### config.mk
export PLATFORM = sky130hd
export DESIGN_NAME = kpd_scan_top
export DESIGN_NICKNAME = d
export VERILOG_FILES = /design/src/rtl/kpd_pkg.sv /design/src/rtl/kpd_scan_fsm.sv /design/src/rtl/kpd_rowstore.sv /design/src/rtl/kpd_regs.sv /design/src/rtl/kpd_scan_top.sv
export SDC_FILE = /design/constraint.sdc
export NUM_CORES = 1
export LEC_CHECK = 0
export ABC_AREA = 1
export BUFFER_PORTS_ARGS = -buffer_cell sky130_fd_sc_hd__buf_4
export CORE_MARGIN = 2
export CORE_UTILIZATION = 35
export DETAILED_ROUTE_END_ITERATION = 10
export PLACE_DENSITY = 0.54
export SYNTH_ARGS = -nofsm -noshare
export SYNTH_HDL_FRONTEND = slang
export SYNTH_SLANG_ARGS = --single-unit
### constraint.sdc
create_clock -name clk -period 4.59 [get_ports clk]
set_input_delay 0.459 -clock clk [delete_from_list [all_inputs] [get_ports clk]]
set_output_delay 0.459 -clock clk [all_outputs]
set_load 0.05 [all_outputs]
### src/rtl/kpd_pkg.sv
package kpd_pkg;
  localparam int unsigned HW_W     = 16;
  localparam int unsigned MAX_ROWS = 16;
  localparam int unsigned CNT_W    = 16;

  typedef enum logic [1:0] {
    MODE_IDLE = 2'd0,
    MODE_ANY  = 2'd1,
    MODE_ONCE = 2'd2,
    MODE_LOOP = 2'd3
  } kpd_mode_e;

  typedef enum logic [1:0] {
    ST_IDLE   = 2'd0,
    ST_SETTLE = 2'd1,
    ST_GAP    = 2'd2
  } kpd_state_e;
endpackage

### src/rtl/kpd_scan_fsm.sv
module kpd_scan_fsm
  import kpd_pkg::*;
#(
  parameter int unsigned NROW = 16,
  parameter int unsigned NCOL = 16,
  localparam int unsigned RW  = (NROW > 1) ? $clog2(NROW) : 1
) (
  input  logic            clk,
  input  logic            rst_n,
  input  kpd_mode_e       mode,
  input  logic [13:0]     settle,
  input  logic [15:0]     gap,
  input  logic [7:0]      nrows,
  input  logic [7:0]      ncols,
  input  logic [NCOL-1:0] col_in_n,
  output logic [NROW-1:0] row_drv_n,
  output logic            wr_en,
  output logic [RW-1:0]   wr_row,
  output logic [HW_W-1:0] wr_data,
  output logic            done_pulse,
  output logic            clr_mode,
  output logic            key_any
);
  kpd_state_e       state_q, state_d;
  logic [RW-1:0]    row_q, row_d;
  logic [CNT_W-1:0] cnt_q, cnt_d;
  logic [8:0]       eff_rows;
  logic             run_mode;
  logic             sample;
  logic             last_row;

  assign eff_rows = ({1'b0, nrows} > 9'(NROW)) ? 9'(NROW) : {1'b0, nrows};
  assign run_mode = (mode == MODE_ONCE) || (mode == MODE_LOOP);
  assign sample   = (state_q == ST_SETTLE) && run_mode &&
                    (cnt_q >= {{(CNT_W-14){1'b0}}, settle});
  assign last_row = ({{(9-RW){1'b0}}, row_q} + 9'd1) >= eff_rows;

  // Column conditioning: positions past the configured count read released.
  for (genvar c = 0; c < HW_W; c++) begin : g_col
    if (c < NCOL) begin : g_real
      assign wr_data[c] = (8'(c) < ncols) ? col_in_n[c] : 1'b1;
    end else begin : g_pad
      assign wr_data[c] = 1'b1;
    end
  end

  assign wr_en      = sample && ({{(9-RW){1'b0}}, row_q} < eff_rows);
  assign wr_row     = row_q;
  assign done_pulse = sample && last_row;
  assign clr_mode   = done_pulse && (mode == MODE_ONCE);
  assign key_any    = (mode == MODE_ANY) && !(&col_in_n);

  always_comb begin
    if (mode == MODE_ANY) begin
      row_drv_n = '0;
    end else if (state_q == ST_SETTLE) begin
      row_drv_n = ~(NROW'(1) << row_q);
    end else begin
      row_drv_n = '1;
    end
  end

  always_comb begin
    state_d = state_q;
    row_d   = row_q;
    cnt_d   = cnt_q;
    unique case (state_q)
      ST_IDLE: begin
        if (run_mode) begin
          state_d = ST_SETTLE;
          row_d   = '0;
          cnt_d   = '0;
        end
      end
      ST_SETTLE: begin
        if (!run_mode) begin
          state_d = ST_IDLE;
        end else if (sample) begin
          cnt_d = '0;
          if (last_row) begin
            state_d = (mode == MODE_LOOP) ? ST_GAP : ST_IDLE;
            row_d   = '0;
          end else begin
            row_d = row_q + RW'(1);
          end
        end else begin
          cnt_d = cnt_q + CNT_W'(1);
        end
      end
      ST_GAP: begin
        if (!run_mode) begin
          state_d = ST_IDLE;
        end else if (cnt_q >= gap) begin
          state_d = ST_SETTLE;
          cnt_d   = '0;
        end else begin
          cnt_d = cnt_q + CNT_W'(1);
        end
      end
      default: state_d = ST_IDLE;
    endcase
  end

  always_ff @(posedge clk or negedge rst_n) begin
    if (!rst_n) begin
      state_q <= ST_IDLE;
      row_q   <= '0;
      cnt_q   <= '0;
    end else begin
      state_q <= state_d;
      row_q   <= row_d;
      cnt_q   <= cnt_d;
    end
  end

  assert_abort_R11: assert property (@(posedge clk) disable iff (!rst_n)
    (state_q != ST_IDLE && !run_mode) |=> (state_q == ST_IDLE));
  assert_row_hold_R3: assert property (@(posedge clk) disable iff (!rst_n)
    (state_q == ST_SETTLE && run_mode && !sample) |=> ($stable(row_q) && state_q == ST_SETTLE));
endmodule

### src/rtl/kpd_rowstore.sv
module kpd_rowstore
  import kpd_pkg::*;
#(
  parameter int unsigned NROW = 16,
  localparam int unsigned RW  = (NROW > 1) ? $clog2(NROW) : 1
) (
  input  logic                 clk,
  input  logic                 rst_n,
  input  logic                 wr_en,
  input  logic [RW-1:0]        wr_row,
  input  logic [HW_W-1:0]      wr_data,
  output logic [NROW*HW_W-1:0] rows_flat,
  output logic                 changed
);
  logic [HW_W-1:0] cur;

  assign cur     = rows_flat[wr_row*HW_W +: HW_W];
  assign changed = wr_en && (cur != wr_data);

  for (genvar r = 0; r < NROW; r++) begin : g_row
    logic hit;
    assign hit = wr_en && (wr_row == RW'(r));
    always_ff @(posedge clk or negedge rst_n) begin
      if (!rst_n) begin
        rows_flat[r*HW_W +: HW_W] <= '1;
      end else if (hit) begin
        rows_flat[r*HW_W +: HW_W] <= wr_data;
      end
    end
  end

  assert_keep_R6: assert property (@(posedge clk) disable iff (!rst_n)
    !wr_en |=> $stable(rows_flat));
endmodule

### src/rtl/kpd_regs.sv
module kpd_regs
  import kpd_pkg::*;
#(
  parameter int unsigned NROW = 16
) (
  input  logic                 clk,
  input  logic                 rst_n,
  input  logic                 bus_we,
  input  logic [7:0]           bus_addr,
  input  logic [31:0]          bus_wdata,
  output logic [31:0]          bus_rdata,
  input  logic [NROW*HW_W-1:0] rows_flat,
  input  logic                 done_pulse,
  input  logic                 changed,
  input  logic                 key_any,
  input  logic                 clr_mode,
  output kpd_mode_e            mode,
  output logic [13:0]          settle,
  output logic [15:0]          gap,
  output logic [7:0]           nrows,
  output logic [7:0]           ncols,
  output logic                 irq
);
  localparam int unsigned PAD_W = MAX_ROWS * HW_W;

  logic [31:0] ctrl_q, ctrl_d;
  logic [15:0] size_q, size_d;
  logic [2:0]  sts_q, sts_d, mask_q, mask_d;
  logic [2:0]  sts_set, sts_clr;
  logic        wr_ctrl, wr_size, wr_sts, wr_mask;
  logic [5:0]  widx;
  logic [2:0]  didx;
  logic [PAD_W-1:0] rows_pad;

  assign widx    = bus_addr[7:2];
  assign wr_ctrl = bus_we && (widx == 6'd0);
  assign wr_size = bus_we && (widx == 6'd1);
  assign wr_sts  = bus_we && (widx == 6'd2);
  assign wr_mask = bus_we && (widx == 6'd3);

  assign sts_set = {key_any, changed, done_pulse};
  assign sts_clr = wr_sts ? bus_wdata[2:0] : 3'b000;

  always_comb begin
    ctrl_d = ctrl_q;
    if (wr_ctrl) begin
      ctrl_d = bus_wdata;
    end else if (clr_mode) begin
      ctrl_d[1:0] = 2'b00;
    end
    size_d = wr_size ? bus_wdata[15:0] : size_q;
    mask_d = wr_mask ? bus_wdata[2:0] : mask_q;
    sts_d  = sts_set | (sts_q & ~sts_clr);
  end

  always_ff @(posedge clk or negedge rst_n) begin
    if (!rst_n) begin
      ctrl_q <= '0;
      size_q <= '0;
      mask_q <= '0;
      sts_q  <= '0;
    end else begin
      ctrl_q <= ctrl_d;
      size_q <= size_d;
      mask_q <= mask_d;
      sts_q  <= sts_d;
    end
  end

  assign mode   = kpd_mode_e'(ctrl_q[1:0]);
  assign settle = ctrl_q[15:2];
  assign gap    = ctrl_q[31:16];
  assign nrows  = size_q[7:0];
  assign ncols  = size_q[15:8];
  assign irq    = |(sts_q & mask_q);

  always_comb begin
    rows_pad = '0;
    rows_pad[NROW*HW_W-1:0] = rows_flat;
  end

  assign didx = 3'(widx - 6'd4);

  always_comb begin
    bus_rdata = '0;
    if (widx == 6'd0) begin
      bus_rdata = ctrl_q;
    end else if (widx == 6'd1) begin
      bus_rdata = {16'd0, size_q};
    end else if (widx == 6'd2) begin
      bus_rdata = {29'd0, sts_q};
    end else if (widx == 6'd3) begin
      bus_rdata = {29'd0, mask_q};
    end else if (widx >= 6'd4 && widx < 6'd12) begin
      bus_rdata = rows_pad[didx*32 +: 32];
    end
  end

  assert_held_R9: assert property (@(posedge clk) disable iff (!rst_n)
    key_any |=> sts_q[2]);
  assert_w1c_R8: assert property (@(posedge clk) disable iff (!rst_n)
    (wr_sts && bus_wdata[0] && !done_pulse) |=> !sts_q[0]);
  assert_self_idle_R4: assert property (@(posedge clk) disable iff (!rst_n)
    (clr_mode && !wr_ctrl) |=> (ctrl_q[1:0] == 2'b00));
endmodule

### src/rtl/kpd_scan_top.sv
module kpd_scan_top
  import kpd_pkg::*;
#(
  parameter int unsigned NROW = 16,
  parameter int unsigned NCOL = 16,
  localparam int unsigned RW  = (NROW > 1) ? $clog2(NROW) : 1
) (
  input  logic            clk,
  input  logic            rst_n,
  input  logic            bus_we,
  input  logic [7:0]      bus_addr,
  input  logic [31:0]     bus_wdata,
  output logic [31:0]     bus_rdata,
  output logic [NROW-1:0] row_drv_n,
  input  logic [NCOL-1:0] col_in_n,
  output logic            irq
);
  kpd_mode_e            mode;
  logic [13:0]          settle;
  logic [15:0]          gap;
  logic [7:0]           nrows, ncols;
  logic                 wr_en, done_pulse, clr_mode, key_any, changed;
  logic [RW-1:0]        wr_row;
  logic [HW_W-1:0]      wr_data;
  logic [NROW*HW_W-1:0] rows_flat;

  kpd_regs #(.NROW(NROW)) regs_i (
    .clk(clk), .rst_n(rst_n), .bus_we(bus_we), .bus_addr(bus_addr),
    .bus_wdata(bus_wdata), .bus_rdata(bus_rdata), .rows_flat(rows_flat),
    .done_pulse(done_pulse), .changed(changed), .key_any(key_any),
    .clr_mode(clr_mode), .mode(mode), .settle(settle), .gap(gap),
    .nrows(nrows), .ncols(ncols), .irq(irq)
  );

  kpd_scan_fsm #(.NROW(NROW), .NCOL(NCOL)) fsm_i (
    .clk(clk), .rst_n(rst_n), .mode(mode), .settle(settle), .gap(gap),
    .nrows(nrows), .ncols(ncols), .col_in_n(col_in_n), .row_drv_n(row_drv_n),
    .wr_en(wr_en), .wr_row(wr_row), .wr_data(wr_data),
    .done_pulse(done_pulse), .clr_mode(clr_mode), .key_any(key_any)
  );

  kpd_rowstore #(.NROW(NROW)) store_i (
    .clk(clk), .rst_n(rst_n), .wr_en(wr_en), .wr_row(wr_row),
    .wr_data(wr_data), .rows_flat(rows_flat), .changed(changed)
  );

  assert_one_row_R3: assert property (@(posedge clk) disable iff (!rst_n)
    (mode != MODE_ANY) |-> ($countones(~row_drv_n) <= 1));
  assert_any_all_R9: assert property (@(posedge clk) disable iff (!rst_n)
    (mode == MODE_ANY) |-> (row_drv_n == '0));
endmodule

# Word level (Yosys, flattened, before mapping)
# Cells that the tools add are included.
op_classes:
  addsub: 4
  n_lt_le_gt_ge: 23
  n_eq_ne: 31
  shift: 3
  muxes: 46
  bitwise: 5
  reduce_logical: 41
ops:
  columns: ["operator", "count"]
  rows:
  - ["256-bit by 9-bit variable part select with 16-bit output", 1]
  - ["256-bit by 9-bit variable part select with 32-bit output", 1]
  - ["32-bit two-way mux", 5]
  - ["16-bit two-way mux", 7]
  - ["4-bit by 8-bit < comparator with 1-bit output, first input constant", 8]
  - ["16-bit case mux with 3 select lines", 1]
  - ["4-bit equality test, second input constant", 8]
  - ["3-bit by 8-bit < comparator with 1-bit output, first input constant", 4]
  - ["1-bit logical AND", 28]
  - ["2-bit two-way mux", 9]
  - ["16-bit by 1-bit adder with 16-bit output, second input constant", 1]
  - ["4-bit by 3-bit equality test with 1-bit output, second input constant", 4]
  - ["16-bit by 14-bit >= comparator with 1-bit output", 1]
  - ["16-bit >= comparator", 1]
  - ["1-bit by 8-bit < comparator with 1-bit output, first input constant", 2]
  - ["2-bit by 8-bit < comparator with 1-bit output, first input constant", 2]
  - ["1-bit two-way mux", 16]
  - ["4-bit two-way mux", 4]
  - ["16-bit inequality test", 1]
  - ["16-bit inverter", 1]
  - ["16-bit AND reduction", 1]
  - ["1-bit by 4-bit << shifter with 16-bit output, first input constant", 1]
  - ["6-bit by 2-bit equality test with 1-bit output, second input constant", 2]
  - ["4-bit AND reduction", 3]
  - ["30 further kinds", 41]
totals:
  reg_bits: 332
  output_inout_bits: 49
  word_cells: 177

# Logic depth before layout (Yosys ltp)
depth:
  ltp_word: 8
  mapped_depth: 18
  ltp_nobuf: 16

# Cells and area by module
# Synthesis repeated with hierarchy kept, for this count alone.
hier_totals:
  hier_cells: 2850
  area_unflattened_um2: 20151.8
by_module_without_submodules:
  columns: ["mod", "n_inst", "cells_per_inst", "area_per_inst_um2"]
  rows:
  - ["kpd_rowstore", 1, 1674, 12574.6]
  - ["kpd_regs", 1, 689, 4515.6]
  - ["kpd_scan_fsm", 1, 487, 3061.7]

# Least setup slack after synthesis
# Ideal clock, no wire load.
synth_timing:
  path_type: "input to output"
  start: "input bus_addr[4]"
  end: "output bus_rdata[21]"
  t_arrival_ns: 2.582
  required_time_ns: 4.131
  setup_slack_ns: 1.549
  cell_stages: 7
  path_buffers: 2
  path_cell_list: "clkbuf_1 -> nor2_1 -> nand2_1 -> nor2_1 -> inv_1 -> clkbuf_1 -> o21ai_0"
synth_via:
  elab_chain_cells: 7
  word_cells_on_any_way: 14
  cone_classes: "1 x add/sub; 2 x order compare; 3 x eq/ne; 1 x shift; 5 x mux; 2 x reduce/logical"
synth_rtl:
  columns: ["item", "line_no", "text"]
  rows:
  - ["start: declaration", "kpd_scan_top.sv:11", "input logic [7:0] bus_addr,"]
  - ["3-bit subtractor, or another cell as far along", "kpd_regs.sv:82", "assign didx = 3'(widx - 6'd4);"]
  - ["256-bit by 9-bit variable part select with 32-bit output or 1-bit logical AND (tied branches)", "kpd_regs.sv:95, kpd_regs.sv:94", null]
  - ["32-bit two-way mux", "kpd_regs.sv:94", "end else if (widx >= 6'd4 && widx < 6'd12) begin"]
  - ["32-bit two-way mux", "kpd_regs.sv:92", "end else if (widx == 6'd3) begin"]
  - ["32-bit two-way mux", "kpd_regs.sv:90", "end else if (widx == 6'd2) begin"]
  - ["32-bit two-way mux", "kpd_regs.sv:88", "end else if (widx == 6'd1) begin"]
  - ["32-bit two-way mux *", "kpd_regs.sv:86", "if (widx == 6'd0) begin"]
  - ["end: declaration", "kpd_scan_top.sv:13", "output logic [31:0] bus_rdata,"]
# Mark *: on every way between the ends. The rest lies on a longest branch, timed or not.

# Worst setup path in the final report
layout_timing:
  start: "register regs_i.size_q[6]"
  end: "register store_i.rows_flat[22]"
layout_via:
  elab_chain_cells: 5
layout_rtl:
  columns: ["item", "line_no", "text"]
  rows:
  - ["start: declaration", "kpd_regs.sv:27", "logic [15:0] size_q, size_d;"]
  - ["start signal: assignment", "kpd_regs.sv:64", "size_q <= size_d;"]
  - ["8-bit by 5-bit > comparator with 1-bit output", "kpd_scan_fsm.sv:32", "assign eff_rows = ({1'b0, nrows} > 9'(NROW)) ? 9'(NROW) : {1'b0, nrows};"]
  - ["8-bit two-way mux *", "kpd_scan_fsm.sv:32", null]
  - ["4-bit by 9-bit < comparator with 1-bit output *", "kpd_scan_fsm.sv:47", "assign wr_en = sample && ({{(9-RW){1'b0}}, row_q} < eff_rows);"]
  - ["1-bit logical AND *", "kpd_scan_fsm.sv:47", null]
  - ["1-bit logical AND *", "kpd_rowstore.sv:22", "assign hit = wr_en && (wr_row == RW'(r));"]
  - ["end signal: indexed assignment", "kpd_rowstore.sv:27", "rows_flat[r*HW_W +: HW_W] <= wr_data;"]
  - ["end: declaration", "kpd_rowstore.sv:12", "output logic [NROW*HW_W-1:0] rows_flat,"]
# Marked as above.
# A chain may end at the register's enable or synchronous reset.

==> impl_metrics.py <==
metrics = {
    "finish": {
        "fin_cells": 3367,
        "final_layout_size_suffix_gt1_share_pct": 18.51,
        "antenna_cells": 0,
        "num-nets-final": 2746,
        "area_delta_synth_final_pct": 13.52,
    },
    "sta": {
        "fin_tns_setup_ns": 0,
        "rsz0062_at_grt": "no",
        "slew_headroom_pct": 24.60,
        "min_period_ns": 3.794,
        "finalCritPeriodShare_pct": 82.67,
        "tightestPinTransition_ns": 1.127,
        "drv_slew": 0,
        "hold_viol": 0,
        "clock-skew-final_ns": 0.01905,
        "setup_violations": 0,
        "max_freq_mhz": 263.5,
        "hold_slack_ns": 0.06409,
    },
    "setup_path": {
        "reg2regPathDepth": 9,
        "worstReg2RegEnd": "store_i.rows_flat[22]",
        "cp_max_fo": 32,
        "crit_arrival_ns": 4.24,
        "critPathKind": "flip-flop to flip-flop",
        "crit_chain": "or2_2, nor3_1, nand2_1, ha_1, inv_1, o21bai_1, a21oi_2, nand2_4, o21ai_0",
        "crit_path_end_kind": "flip-flop",
        "r2r-start": "regs_i.size_q[6]",
        "cpMaxStageDelayCell": "a21oi_2",
        "worst-path-buf-inv": 1,
        "cp_top_family": "simple AND/OR/NAND/NOR gates",
        "cp.required_ns": 5.03,
        "crit_path_start_kind": "flip-flop",
        "max_stage_delay_ns": 0.76,
        "crit_start": "regs_i.size_q[6]",
        "regToRegSetupSlack_ns": 0.80,
    },
    "global_route": {
        "antenna_found_initial": 3,
        "grt_remaining_overflow": 0,
        "grt_pass1_wl_um": 103300,
        "grt_pass1_vias": 16950,
        "grt_max_degree": 120,
        "grt_usage_pct": 23.80,
    },
    "floorplan": {
        "row_count": 86,
        "initial_core_util_pct": 35.19,
        "dieHeight_um": 238.7,
        "io_pins": 108,
        "dieArea_um2": 56960,
        "core_area_um2": 54770,
        "die_w_um": 238.7,
    },
    "routing": {
        "drtPass1Iterations": 6,
        "vias_per_cell": 5.387,
        "dr.first_iter.drc_count": 1426,
        "ant_nets": 0,
        "drc": 0,
        "drt-total-wl_um": 68100,
        "avgRoutedWirePerCell_um": 20.23,
        "num_vias": 18140,
    },
    "clocking": {
        "postCtsSetupBuffers": 0,
        "cts_buffer_depth": 3,
        "cts_buffers": 40,
        "cts.sinks": 332,
        "cts_resized": 0,
        "clk_latency_ns": 0.54,
        "htreeDepth": 2,
        "cts-hold-fix-buffers": 0,
        "path_clk_slew_ns": 0.06,
        "cts_tree": "built",
        "root_buffer": "clkbuf_16",
    },
    "yosys": {
        "synth_cell_types": 43,
        "async_reset_ff_share_pct": 100.0,
        "ys_seq_area_share_pct": 44.76,
        "yosys_register_bits": 332,
        "syn-mean-instance-area_um2": 7.357,
        "synth-edff-count": 0,
        "synth_ff_type": "dfstp_2",
        "synth_fp_nets": 2729,
        "synth_area_um2": 19270,
        "synth_warnings": 0,
        "synthCells": 2620,
    },
    "placed_design": {
        "io_buffers": 105,
        "gp_congestion": 0.8735,
        "placedCellCount": 3299,
        "place.detailed.hpwl_um": 42410,
    },
    "power_and_ir_drop": {
        "leakage_nw": 11.84,
        "power_density_nw_per_um2": 420.1,
        "p_total_mw": 9.193,
        "vdd_ir_drop_max_mv": 0.2730,
    },
    "run": {
        "maxCapViolCount": 0,
    },
    "hold_path": {
        "hold_class": "input pin to asynchronous set/reset pin",
    },
    "run_status": {
        "status": "finished, final reports clean",
    },
}
worst max-delay path by stage:
stage,cells after the start,to
global route,9,store_i.rows_flat[28]
floorplan,7,bus_rdata[21]
finish,9,store_i.rows_flat[22]
global placement,10,store_i.rows_flat[156]
detailed placement,10,store_i.rows_flat[157]
CTS,10,store_i.rows_flat[157]
cell type report:
class / count / area (um^2)
tap: 704 / 880.8
fill: 5612 / 32890
multi-input combinational: 1906 / 9057
clock inverter: 11 / 157.7
timing repair buffer: 143 / 1181
clock buffer: 57 / 1166
sequential: 332 / 8633
inverter: 214 / 804.5
registers in the layout, summed over array words and instances, names as in the netlist:
signal / cells
fsm_i.cnt_q: 16
fsm_i.state_q: 2
fsm_i.wr_row: 4
regs_i.ctrl_q: 32
regs_i.mask_q: 3
regs_i.size_q: 16
regs_i.sts_q: 3
store_i.rows_flat: 256
stage by stage:
stage	utilization, %	setup slack, ns	cell area, um^2
after floorplan	-	1.549	19270
after global placement	37.53	1.045	20560
after detailed placement	37.53	0.8960	20560
after CTS	39.95	0.8549	21880
after global routing	39.95	0.6135	21880
final	39.95	0.7955	21880
kinds of logic (layout without fill, tap and decap cells):
| kind of cell | after synthesis | after routing | synth area share [%] |
|---|---|---|---|
| XOR/XNOR | 10 | 10 | 0.4544 |
| adder cells (fa/ha/maj) | 50 | 50 | 3.246 |
| multiplexers | 1 | 1 | 0.05842 |
| AO/OA/AOI/OAI | 627 | 627 | 17.57 |
| buffers and inverters | 382 | 425 | 8.471 |
| AND/OR/NAND/NOR | 1218 | 1218 | 25.44 |
| flip-flops | 332 | 332 | 44.76 |
worst reg2reg max path, cell delays in order, from the launching register on:
cell	delay, ns
dfrtp_1	0.41
or2_2	0.32
nor3_1	0.54
nand2_1	0.21
ha_1	0.33
inv_1	0.07
o21bai_1	0.08
a21oi_2	0.76
nand2_4	0.60
o21ai_0	0.38
cell usage in the layout, fill, tap and decap left out, types with 5 or more instances in the layout:
cell type    n
a21oi_1     45
nor3_1       5
nand2_2      6
nand2_1    879
nand4_1     13
clkinv_2     7
nand2_4      9
ha_1        50
o21bai_1     5
xor2_1       6
nand3_1    164
buf_12       8
dfrtp_1     74
clkbuf_16   41
nor2_1     135
a31oi_1      5
clkbuf_1     8
dfstp_2    256
inv_1      209
o21ai_0    348
o22ai_1    136
o21ai_1     68
clkbuf_8     8
buf_4      134
Yosys cell counts, drive strengths merged (2+ instances only):
| cell | number | area [um^2] |
|---|---|---|
| o21bai | 5 | 37.54 |
| dfstp | 256 | 6726 |
| a21oi | 47 | 239.0 |
| o22ai | 136 | 850.8 |
| o211ai | 4 | 30.03 |
| nand2 | 894 | 3426 |
| clkbuf | 89 | 334.1 |
| ha | 50 | 625.6 |
| nor3 | 6 | 35.03 |
| nor2 | 138 | 520.5 |
| a21o | 2 | 15.01 |
| a31oi | 5 | 31.28 |
| xnor2 | 4 | 35.03 |
| dfrtp | 76 | 1902 |
| o21a | 3 | 22.52 |
| xor2 | 6 | 52.55 |
| o21ai | 420 | 2117 |
| nand4 | 13 | 81.33 |
| buf | 79 | 495.5 |
| nand3 | 164 | 820.8 |
| inv | 213 | 799.5 |
power by group:
part / internal, mW / switching [mW] / total (mW)
Sequential: 3.15 / 0.163 / 3.31
Combinational: 0.765 / 1.88 / 2.65
Clock: 1.98 / 1.26 / 3.24
Total: 5.89 / 3.30 / 9.19
metal layers:
layer / track usage [%] / vias up / wire length, um
met4: 9.413 / 2 / 2528
met3: 3.383 / 141 / 4747
met5: 0 / - / 13
met1: 31.95 / 8683 / 29670
met2: 38.72 / 692 / 31140
li1: - / 8620 / -
No activity file was read; power rests on OpenSTA's default activity.
